$ cat config.mk
export PLATFORM = sky130hd
export DESIGN_NAME = dram_addr_ctrl
export DESIGN_NICKNAME = d
export VERILOG_FILES = /design/src/rtl/dram_ctrl_pkg.sv /design/src/rtl/dram_refresh_sched.sv /design/src/rtl/dram_step_timer.sv /design/src/rtl/dram_addr_mux.sv /design/src/rtl/dram_seq.sv /design/src/rtl/dram_addr_ctrl.sv
export SDC_FILE = /design/constraint.sdc
export NUM_CORES = 1
export LEC_CHECK = 0
export BUFFER_PORTS_ARGS = -buffer_cell sky130_fd_sc_hd__buf_2
export CAP_MARGIN = 20
export CORE_MARGIN = 2
export CORE_UTILIZATION = 40
export DETAILED_ROUTE_END_ITERATION = 10
export PLACE_DENSITY = 0.61
export REMOVE_ABC_BUFFERS = 1
export SLEW_MARGIN = 0
export SYNTH_ARGS = -nofsm -noshare
export SYNTH_HDL_FRONTEND = slang
export SYNTH_HIERARCHICAL = 1
export SYNTH_SLANG_ARGS = --single-unit
$ cat constraint.sdc
create_clock -name clk -period 2 [get_ports clk]
set_input_delay 0.1 -clock clk [delete_from_list [all_inputs] [get_ports clk]]
set_output_delay 0.1 -clock clk [all_outputs]
set_load 0.03 [all_outputs]
$ cat src/rtl/dram_ctrl_pkg.sv
package dram_ctrl_pkg;

  typedef enum logic [2:0] {
    ST_IDLE,
    ST_ROW,
    ST_RAS,
    ST_COL,
    ST_CAS,
    ST_PRE
  } seq_state_t;

  typedef enum logic [1:0] {
    SEL_ROW,
    SEL_COL,
    SEL_REF
  } addr_sel_t;

  function automatic int max3(input int a, input int b, input int c);
    int m;
    m = (a > b) ? a : b;
    return (m > c) ? m : c;
  endfunction

endpackage

$ cat src/rtl/dram_refresh_sched.sv
module dram_refresh_sched #(
  parameter int INTERVAL = 781,
  parameter int ROW_W    = 12
) (
  input  logic             clk,
  input  logic             rst,
  input  logic             ack,
  output logic             pend,
  output logic             pend_nxt,
  output logic [ROW_W-1:0] row
);
  localparam int CW = (INTERVAL > 1) ? $clog2(INTERVAL) : 1;

  logic [CW-1:0] cnt;
  logic          tick;

  assign tick     = (cnt == CW'(INTERVAL - 1));
  assign pend_nxt = (pend & ~ack) | tick;

  always_ff @(posedge clk) begin
    if (rst) begin
      cnt  <= '0;
      pend <= 1'b0;
      row  <= '0;
    end else begin
      cnt  <= tick ? '0 : cnt + 1'b1;
      pend <= pend_nxt;
      if (ack) row <= row + 1'b1;
    end
  end
endmodule

$ cat src/rtl/dram_step_timer.sv
module dram_step_timer #(
  parameter int W = 2
) (
  input  logic         clk,
  input  logic         rst,
  input  logic         load,
  input  logic [W-1:0] val,
  output logic         zero
);
  logic [W-1:0] cnt;

  assign zero = (cnt == '0);

  always_ff @(posedge clk) begin
    if (rst)            cnt <= '0;
    else if (load)      cnt <= val;
    else if (cnt != '0) cnt <= cnt - 1'b1;
  end
endmodule

$ cat src/rtl/dram_addr_mux.sv
module dram_addr_mux
  import dram_ctrl_pkg::*;
#(
  parameter int ROW_W = 12,
  parameter int COL_W = 9
) (
  input  addr_sel_t              sel,
  input  logic [ROW_W+COL_W-1:0] addr,
  input  logic [ROW_W-1:0]       ref_row,
  output logic [ROW_W-1:0]       bus
);
  always_comb begin
    unique case (sel)
      SEL_ROW: bus = addr[ROW_W+COL_W-1:COL_W];
      SEL_COL: bus = ROW_W'(addr[COL_W-1:0]);
      default: bus = ref_row;
    endcase
  end
endmodule

$ cat src/rtl/dram_seq.sv
module dram_seq
  import dram_ctrl_pkg::*;
#(
  parameter int ROW_W  = 12,
  parameter int COL_W  = 9,
  parameter int DATA_W = 8,
  parameter int T_RCD  = 2,
  parameter int T_CAS  = 2,
  parameter int T_RP   = 2,
  parameter int TW     = 2
) (
  input  logic                   clk,
  input  logic                   rst,
  input  logic                   req_valid,
  input  logic                   req_write,
  input  logic [ROW_W+COL_W-1:0] req_addr,
  input  logic [DATA_W-1:0]      req_wdata,
  input  logic [DATA_W-1:0]      dq_in,
  input  logic                   pend,
  input  logic                   pend_nxt,
  input  logic [ROW_W-1:0]       mux_bus,
  input  logic                   tmr_zero,
  output logic                   ref_ack,
  output addr_sel_t              mux_sel,
  output logic [ROW_W+COL_W-1:0] mux_addr,
  output logic                   tmr_load,
  output logic [TW-1:0]          tmr_val,
  output logic                   busy,
  output logic                   done,
  output logic [DATA_W-1:0]      rd_data,
  output logic [ROW_W-1:0]       bus_addr,
  output logic                   ras_n,
  output logic                   cas_n,
  output logic                   we_n,
  output logic [DATA_W-1:0]      dq_out,
  output logic                   dq_oe
);
  localparam int AW = ROW_W + COL_W;

  seq_state_t        state, state_nxt;
  logic              accept;
  logic              is_ref;
  logic              lat_wr;
  logic [AW-1:0]     lat_addr;
  logic [DATA_W-1:0] lat_data;

  // next state, timer loads and handshakes
  always_comb begin
    state_nxt = state;
    accept    = 1'b0;
    ref_ack   = 1'b0;
    tmr_load  = 1'b0;
    tmr_val   = '0;
    unique case (state)
      ST_IDLE: begin
        if (pend) begin
          ref_ack   = 1'b1;
          state_nxt = ST_ROW;
        end else if (req_valid && !busy) begin
          accept    = 1'b1;
          state_nxt = ST_ROW;
        end
      end
      ST_ROW: begin
        tmr_load  = 1'b1;
        tmr_val   = TW'(T_RCD - 1);
        state_nxt = ST_RAS;
      end
      ST_RAS: begin
        if (tmr_zero) begin
          if (is_ref) begin
            tmr_load  = 1'b1;
            tmr_val   = TW'(T_RP - 1);
            state_nxt = ST_PRE;
          end else begin
            state_nxt = ST_COL;
          end
        end
      end
      ST_COL: begin
        tmr_load  = 1'b1;
        tmr_val   = TW'(T_CAS - 1);
        state_nxt = ST_CAS;
      end
      ST_CAS: begin
        if (tmr_zero) begin
          tmr_load  = 1'b1;
          tmr_val   = TW'(T_RP - 1);
          state_nxt = ST_PRE;
        end
      end
      ST_PRE: begin
        if (tmr_zero) state_nxt = ST_IDLE;
      end
      default: state_nxt = ST_IDLE;
    endcase
  end

  // address source for the multiplexer
  always_comb begin
    mux_addr = (state == ST_IDLE) ? req_addr : lat_addr;
    if (state == ST_IDLE) mux_sel = pend ? SEL_REF : SEL_ROW;
    else                  mux_sel = SEL_COL;
  end

  // registered pins and request capture
  always_ff @(posedge clk) begin
    if (rst) begin
      state    <= ST_IDLE;
      busy     <= 1'b0;
      done     <= 1'b0;
      rd_data  <= '0;
      bus_addr <= '0;
      ras_n    <= 1'b1;
      cas_n    <= 1'b1;
      we_n     <= 1'b1;
      dq_out   <= '0;
      dq_oe    <= 1'b0;
      is_ref   <= 1'b0;
      lat_wr   <= 1'b0;
      lat_addr <= '0;
      lat_data <= '0;
    end else begin
      state <= state_nxt;
      busy  <= (state_nxt != ST_IDLE) || pend_nxt;
      done  <= 1'b0;
      unique case (state)
        ST_IDLE: begin
          if (ref_ack) begin
            is_ref   <= 1'b1;
            bus_addr <= mux_bus;
          end else if (accept) begin
            is_ref   <= 1'b0;
            lat_wr   <= req_write;
            lat_addr <= req_addr;
            lat_data <= req_wdata;
            bus_addr <= mux_bus;
          end
        end
        ST_ROW: ras_n <= 1'b0;
        ST_RAS: begin
          if (tmr_zero) begin
            if (is_ref) begin
              ras_n <= 1'b1;
            end else begin
              bus_addr <= mux_bus;
              we_n     <= ~lat_wr;
              dq_oe    <= lat_wr;
              dq_out   <= lat_data;
            end
          end
        end
        ST_COL: cas_n <= 1'b0;
        ST_CAS: begin
          if (tmr_zero) begin
            if (!lat_wr) rd_data <= dq_in;
            done  <= 1'b1;
            cas_n <= 1'b1;
            ras_n <= 1'b1;
            we_n  <= 1'b1;
            dq_oe <= 1'b0;
          end
        end
        default: ;
      endcase
    end
  end
endmodule

$ cat src/rtl/dram_addr_ctrl.sv
module dram_addr_ctrl
  import dram_ctrl_pkg::*;
#(
  parameter int ROW_W        = 12,
  parameter int COL_W        = 9,
  parameter int DATA_W       = 8,
  parameter int T_RCD        = 2,
  parameter int T_CAS        = 2,
  parameter int T_RP         = 2,
  parameter int REF_INTERVAL = 781
) (
  input  logic                   clk,
  input  logic                   rst,
  input  logic                   req_valid,
  input  logic                   req_write,
  input  logic [ROW_W+COL_W-1:0] req_addr,
  input  logic [DATA_W-1:0]      req_wdata,
  output logic                   busy,
  output logic                   done,
  output logic [DATA_W-1:0]      rd_data,
  output logic [ROW_W-1:0]       dram_addr,
  output logic                   dram_ras_n,
  output logic                   dram_cas_n,
  output logic                   dram_we_n,
  output logic [DATA_W-1:0]      dram_dq_out,
  output logic                   dram_dq_oe,
  input  logic [DATA_W-1:0]      dram_dq_in
);
  localparam int AW   = ROW_W + COL_W;
  localparam int MAXD = max3(T_RCD, T_CAS, T_RP);
  localparam int TW   = (MAXD > 1) ? $clog2(MAXD) : 1;

  logic             pend, pend_nxt, ref_ack;
  logic [ROW_W-1:0] ref_row;
  addr_sel_t        mux_sel;
  logic [AW-1:0]    mux_addr;
  logic [ROW_W-1:0] mux_bus;
  logic             tmr_load, tmr_zero;
  logic [TW-1:0]    tmr_val;

  dram_refresh_sched #(.INTERVAL(REF_INTERVAL), .ROW_W(ROW_W)) u_ref (
    .clk(clk), .rst(rst), .ack(ref_ack),
    .pend(pend), .pend_nxt(pend_nxt), .row(ref_row)
  );

  dram_step_timer #(.W(TW)) u_tmr (
    .clk(clk), .rst(rst), .load(tmr_load), .val(tmr_val), .zero(tmr_zero)
  );

  dram_addr_mux #(.ROW_W(ROW_W), .COL_W(COL_W)) u_mux (
    .sel(mux_sel), .addr(mux_addr), .ref_row(ref_row), .bus(mux_bus)
  );

  dram_seq #(
    .ROW_W(ROW_W), .COL_W(COL_W), .DATA_W(DATA_W),
    .T_RCD(T_RCD), .T_CAS(T_CAS), .T_RP(T_RP), .TW(TW)
  ) u_seq (
    .clk(clk), .rst(rst),
    .req_valid(req_valid), .req_write(req_write),
    .req_addr(req_addr), .req_wdata(req_wdata),
    .dq_in(dram_dq_in), .pend(pend), .pend_nxt(pend_nxt),
    .mux_bus(mux_bus), .tmr_zero(tmr_zero),
    .ref_ack(ref_ack), .mux_sel(mux_sel), .mux_addr(mux_addr),
    .tmr_load(tmr_load), .tmr_val(tmr_val),
    .busy(busy), .done(done), .rd_data(rd_data),
    .bus_addr(dram_addr), .ras_n(dram_ras_n), .cas_n(dram_cas_n),
    .we_n(dram_we_n), .dq_out(dram_dq_out), .dq_oe(dram_dq_oe)
  );
endmodule

---- Word-level counts from Yosys, hierarchy flattened ----
Index checks and enable logic that the tools add are counted.
storage, ports and cells
  ROM bits ................................ 0
  output and inout bits ................... 34
  register bits after elaboration ......... 92
  memories kept ........................... 0
  bits in latches ......................... 0
  input port bits ......................... 41
  logic and storage cells ................. 103
  bits in writable memories ............... 0
operators by class
  add/sub/neg operators ................... 3
  $mul .................................... 0
  reduce and logical (&&, ||, !) cells .... 22
  multiplexer cells ....................... 41
  bitwise operators ....................... 7
  equal/unequal tests ..................... 12
  order comparisons ....................... 0
  shifts and indexed selects .............. 0
  div/mod/pow operators ................... 0
operator list
  cell                     number
  $mux W12                 4
  $pmux W12 S2             2
  $mux W21                 1
  $mux W1                  20
  $mux W3                  6
  $pmux W3 S6              1
  $add A12 B1 Y12 const B  1
  $reduce_and A4 Y1        3
  $add A10 B1 Y10 const B  1
  $eq A10 B10 Y1 const B   1
  $reduce_and A3 Y1        3
  $reduce_bool A2 Y1       4
  $eq A3 B2 Y1 const B     2
  $eq A3 B3 Y1 const B     2
  $ne A2 B2 Y1 const B     3
  $pmux W1 S2              3
  $pmux W1 S3              2
  $reduce_bool A3 Y1       2
  $reduce_or A2 Y1         3
  $not A1 Y1               5
  $mux W2                  2
  $reduce_and A2 Y1        2
  $eq A3 B1 Y1 const B     1
  $logic_not A3 Y1         1
  other kinds (10)         10

---- Longest topological paths before layout ----
  word-level depth ........................ 8
  depth in mapped cells ................... 9
  depth with buffers taken out ............ 8

---- Cells and area by module ----
Netlist, hierarchy kept.
modules (own cells, without submodules)
  module              cells each  instances  area each (um2)  sequential area each (um2)
  dram_seq            368         1          2934.1           1361.3
  dram_refresh_sched  116         1          1043.5           460.4
  dram_addr_mux       34          1          225.2            0.0
  dram_step_timer     3           1          32.5             20.0

---- Worst setup path after synthesis ----
No wires, ideal clock.
  kind .................................... register to register
  start point ............................. reg u_seq.state[1]
  end point ............................... reg u_ref.row[11]
  setup time .............................. 123 ps
  required time ........................... 1877 ps
  setup slack ............................. 168 ps
  path buffers ............................ 1
  clock period less this slack ............ 1832 ps
  stages on the path, launching flop included .. 8
  arrival time ............................ 1709 ps
  path through ............................ dfxtp_1 -> nor3_4 -> inv_2 -> nor2_1 -> buf_4 -> nand4_2 -> nor4_1 -> mux2_1
between the ends
  cells in the longest elaborated chain, start to end .. 2
ends and longest elaborated chain
  what                    line                      text
  from (decl)             dram_seq.sv:40            seq_state_t state, state_nxt;
  from (signal assigned)  dram_seq.sv:124           state <= state_nxt;
  $logic_not A3 Y1        dram_seq.sv:54            unique case (state)
  $mux W1                 dram_seq.sv:54
  named net ref_ack       dram_addr_ctrl.sv:33      logic pend, pend_nxt, ref_ack;
  to (signal assigned)    dram_refresh_sched.sv:28  if (ack) row <= row + 1'b1;
  to (decl)               dram_refresh_sched.sv:10  output logic [ROW_W-1:0] row
The timed path passes the listed nets, and every way through them passes these cells.
A chain may end at the register's enable or synchronous reset.

---- Final worst setup path ----
  start point ............................. reg u_seq.state[1]
  end point ............................... reg u_ref.row[10]
The elaborated chain is that of the path after synthesis.

==> results list <==
- Run status: finished, final reports clean
- Post-CTS setup buffers: 0
- Combinational power share: 41.2%
- For this configuration, the core starts out at a cell density of 41.0%.
- The clock network is responsible for 22.2% of the overall power.
- After detailed routing, the number of vias per cell comes to 4.97.
* Number of distinct library cells after synthesis: 48
* Routability congestion estimate from global placement: 0.818
- Area inside the core boundary: 10,300 µm²
- Buffers inserted during clock tree synthesis total 9.
- Pre-CTS setup slack: 118 ps
- Area added between synthesis and finish: 26.5%
- Main area contributors after synthesis: sky130_fd_sc_hd__dfxtp_1 43%, sky130_fd_sc_hd__nand2_1 12%, sky130_fd_sc_hd__mux2i_1 9.0%
* Cell class contributing the biggest share of worst-path delay: simple AND/OR/NAND/NOR gates
* Placed cell areas: 4750 µm²
- STA classifies the critical path endpoint as a register.
- Number of pins with negative max-slew slack in the final report: 0
- STA classifies the critical path startpoint as a register.
* Synthesized area per cell: 8.13 µm²
* Post-route met1 wirelength: 4460 µm
* Count of synthesis-stage warnings from yosys: 6
- Mux cell area share after synthesis: 9.51%
- Total congestion overflow: 0
- Pin placement for this block handled 75 I/O pins.
- Maximum fanout count along the critical path: 7
* Worst Path Buf+Inv: 1
- Fraction of the mapped netlist area in compound gates: 12.0%
- Number of antenna diodes: 0
* Max-capacitance violation count: 0
- Post-synth design cell area: 4240 µm²
- Total die area: 11,400 µm²
- Horizontal die dimension: 107 µm
* Flip-flop and latch count after synthesis: 92
* Amount of wire on met2 after detailed routing: 4790 µm
- Final setup violation count: 0
* Unrepaired setup endpoints after global routing: false
- The floorplan step set the die height to 107 µm.
- Of all cell types, the one taking the most synthesized area is sky130_fd_sc_hd__dfxtp_1.
- Timing-limited maximum frequency: 547 MHz
- Share of synthesized cell area in full adder, half adder and majority cells: 0.886%
- Area of combinational cells with multiple inputs: 2200 µm²
- Clock Sinks: 92
- H-tree Lvls: 3
* Flip-flop cell with the highest count after synthesis: sky130_fd_sc_hd__dfxtp_1
- Internal: 3.87 mW
* Largest net degree at the start of global routing: 48
* Most common library cells after synthesis: 140 x sky130_fd_sc_hd__nand2_1, 92 x sky130_fd_sc_hd__dfxtp_1, 47 x sky130_fd_sc_hd__a21oi_1, 38 x sky130_fd_sc_hd__mux2i_1, 33 x sky130_fd_sc_hd__nor2_1
* Crit share post-route: 91.4%
* DRC: 0
- The count of nets left with antenna violations once routing finished came out at 0.
- Crit path required time: 2290 ps
- Summing over every cut layer, the via total after detailed routing is 3,779.
- Static power due to leakage: 2.23 nW
- Data on the critical path arrives at its endpoint at 2110 ps.
- For this run, the slowest stage of the critical path takes 530 ps.
- The synthesized netlist devotes 1.45% of its cell area to XOR and XNOR gates.
* Worst hold slack: 21.2 ps
- Share of flip-flops with an asynchronous set or reset after synthesis: 0%
- The initial antenna violation count was 0.
- For this run, the register share of the synthesized area comes to 43.5%.
- Synthesis produced a netlist whose cell count is 521.
- Detailed router's first-iteration violation count: 248
- Global routing used 17.6% of the available tracks across all layers.
- TritonCTS built the clock tree.
- Count of buffers inserted at the top-level ports: 74
- Worst skew pair latency: 360 ps
- For this design the ratio of total power to cell area is 1170 nW/µm².
- At the pin with the least slew margin, the transition time is 453 ps.
- WL per Instance: 12.7 µm
- Number of synthesized flops with an enable pin: 0
- The detailed router used layers up to and including met4.
- Dominant cell by count in the synthesized netlist: sky130_fd_sc_hd__nand2_1
- Fraction of the mapped netlist area in simple logic gates: 27.3%
- Fill cell total of the finished layout: 960
- Summing all flip-flop and latch instances after layout gives 1840 µm².
- Walking the worst path, the cells encountered are nor3_4 > inv_2 > nor2_2 > nand4_4 > or4_1 > a21oi_1.
* Smallest setup slack after layout: 172 ps
* Number of placement rows: 37
- The worst path needs 1830 ps of the cycle, external delays included.
- Sum of met3 wire segment lengths after detailed routing: 344 µm
* Type of the worst min-delay path: in2reg
- Post-detail-place hpwl: 6480 µm
* Number of iterations in the first detailed-routing pass: 4
- Summed over all failing endpoints, the final setup total negative slack is 0 ps.
* Kind of critical path: reg2reg
- For this design the total switching power over the nets is 2.39 mW.
- Library cell contributing the largest single delay on the critical path: sky130_fd_sc_hd__or4_1
- Share of Yosys cell area claimed by the top area cell type: 43.5%
* Switching fraction of total power: 38.2%
- The routed design has 9680 µm of wire.
- Flop pwr share: 36.6%
- The first global-routing pass estimated 16,200 µm of wire.
* Worst Skew: 12.2 ps
- After routing the design area is 5360 µm².
- After clock tree synthesis, the clock-pin slew on the worst setup and hold paths is 90 ps.
* Via count of the first global-routing pass: 3,543
- By area, the combinational part of the netlist is dominated by simple AND/OR/NAND/NOR gates.
- Of the cells placed in the final design, the portion with a size suffix greater than 1 is 18.9%.
- Post-layout net count: 664
- VDD IR-drop max: 783 µV
* Buffers from clock root to sink, at most: 2
- The count of endpoints failing hold in the final timing report came to 0.
- Worst slew margin: 69.8%
- Library cell used as clock root buffer: sky130_fd_sc_hd__clkbuf_8
-- layout by cell type, fill, tap and decap left out, types with 3 or more instances in the layout --
cell                              n
sky130_fd_sc_hd__nand2b_1        30
sky130_fd_sc_hd__buf_12           4
sky130_fd_sc_hd__nand4_1          4
sky130_fd_sc_hd__nor2b_1          3
sky130_fd_sc_hd__mux2i_1         38
sky130_fd_sc_hd__buf_2           74
sky130_fd_sc_hd__a22o_1           3
sky130_fd_sc_hd__o21ai_1         12
sky130_fd_sc_hd__xnor2_1          5
sky130_fd_sc_hd__or4_1            5
sky130_fd_sc_hd__inv_1           11
sky130_fd_sc_hd__nand3_1          4
sky130_fd_sc_hd__dfxtp_1         92
sky130_fd_sc_hd__o21ai_0          8
sky130_fd_sc_hd__o31ai_1          5
sky130_fd_sc_hd__clkbuf_8        10
sky130_fd_sc_hd__nor4_2           3
sky130_fd_sc_hd__nor2_1          32
sky130_fd_sc_hd__nand2_1        140
sky130_fd_sc_hd__ha_1             3
sky130_fd_sc_hd__dlygate4sd3_1   36
sky130_fd_sc_hd__inv_2            3
sky130_fd_sc_hd__or3_1            6
sky130_fd_sc_hd__buf_4            8
sky130_fd_sc_hd__a21oi_1         47
-- tightest hold or removal path: stages --
cell and delay (ps):
sky130_fd_sc_hd__buf_2 110, sky130_fd_sc_hd__nand2_1 50, sky130_fd_sc_hd__a21oi_1 60
-- repair_timing --
action	CTS	global route
hold endpoints to repair	35	1
hold buffers	35	1
gates resized for setup	0	3
endpoints found under the setup margin	0	2
-- power by group through the flow --
stage | Clock (mW) | Sequential (mW) | Combinational, mW
after floorplan | 0 | 2.62 | 1.39
after global placement | 0 | 2.32 | 2.50
after detailed placement | 0 | 2.33 | 2.54
after CTS | 1.43 | 2.29 | 2.60
after global routing | 1.51 | 2.33 | 2.85
final | 1.39 | 2.29 | 2.58
-- registers in the layout, indices dropped and copies added, names as in the netlist, 3 cells and up --
signal,cells
u_seq/state,3
u_ref/cnt,10
u_seq/lat_data,8
u_seq/rd_data,8
u_seq/dq_out,8
u_ref/row,12
u_seq/lat_addr,21
u_seq/bus_addr,12
-- area by class of cell --
type / count / area share, %
multi-input combinational: 381 / 41.1
timing repair buffer: 122 / 16.3
tap: 136 / 3.18
inverter: 14 / 0.981
sequential: 92 / 34.4
clock buffer: 10 / 2.57
clock inverter: 5 / 1.59
-- routing by layer --
metal  GRT usage, %  vias to the layer above
li1               -                     1936
met1           21.5                     1775
met2           31.2                       62
met3           4.38                        6
met4           3.90                        0
met5              0                        -
-- cells by family (layout without fill, tap and decap cells) --
group	Yosys count	in the layout
XOR/XNOR	7	7
multiplexers	40	40
AND/OR/NAND/NOR	244	244
adder cells (fa/ha/maj)	3	3
buffers and inverters	48	151
AO/OA/AOI/OAI	87	87
flip-flops	92	92
-- per-stage QoR --
stage | utilization (%) | total power [mW] | std cells
6_report | 51.9 | 6.26 | 760
5_1_grt | 51.9 | 6.69 | 760
4_1_cts | 51.6 | 6.32 | 759
3_5_place_dp | 46.1 | 4.87 | 709
3_3_place_gp | 46.1 | 4.82 | 709
2_1_floorplan | - | 4.00 | 487
-- final timing paths --
path | depth (start not counted) | slack, ps | to | from
worst max-delay path | 6 | 170 | u_ref/row[10] | u_seq/state[1]
worst min-delay path | 3 | 20 | u_seq/lat_addr[20] | req_addr[20]
worst max register to register | 6 | 170 | u_ref/row[10] | u_seq/state[1]
worst min register to register | 2 | 460 | u_seq/lat_data[2] | u_seq/lat_data[2]
Power figures use the tool's default switching activity.
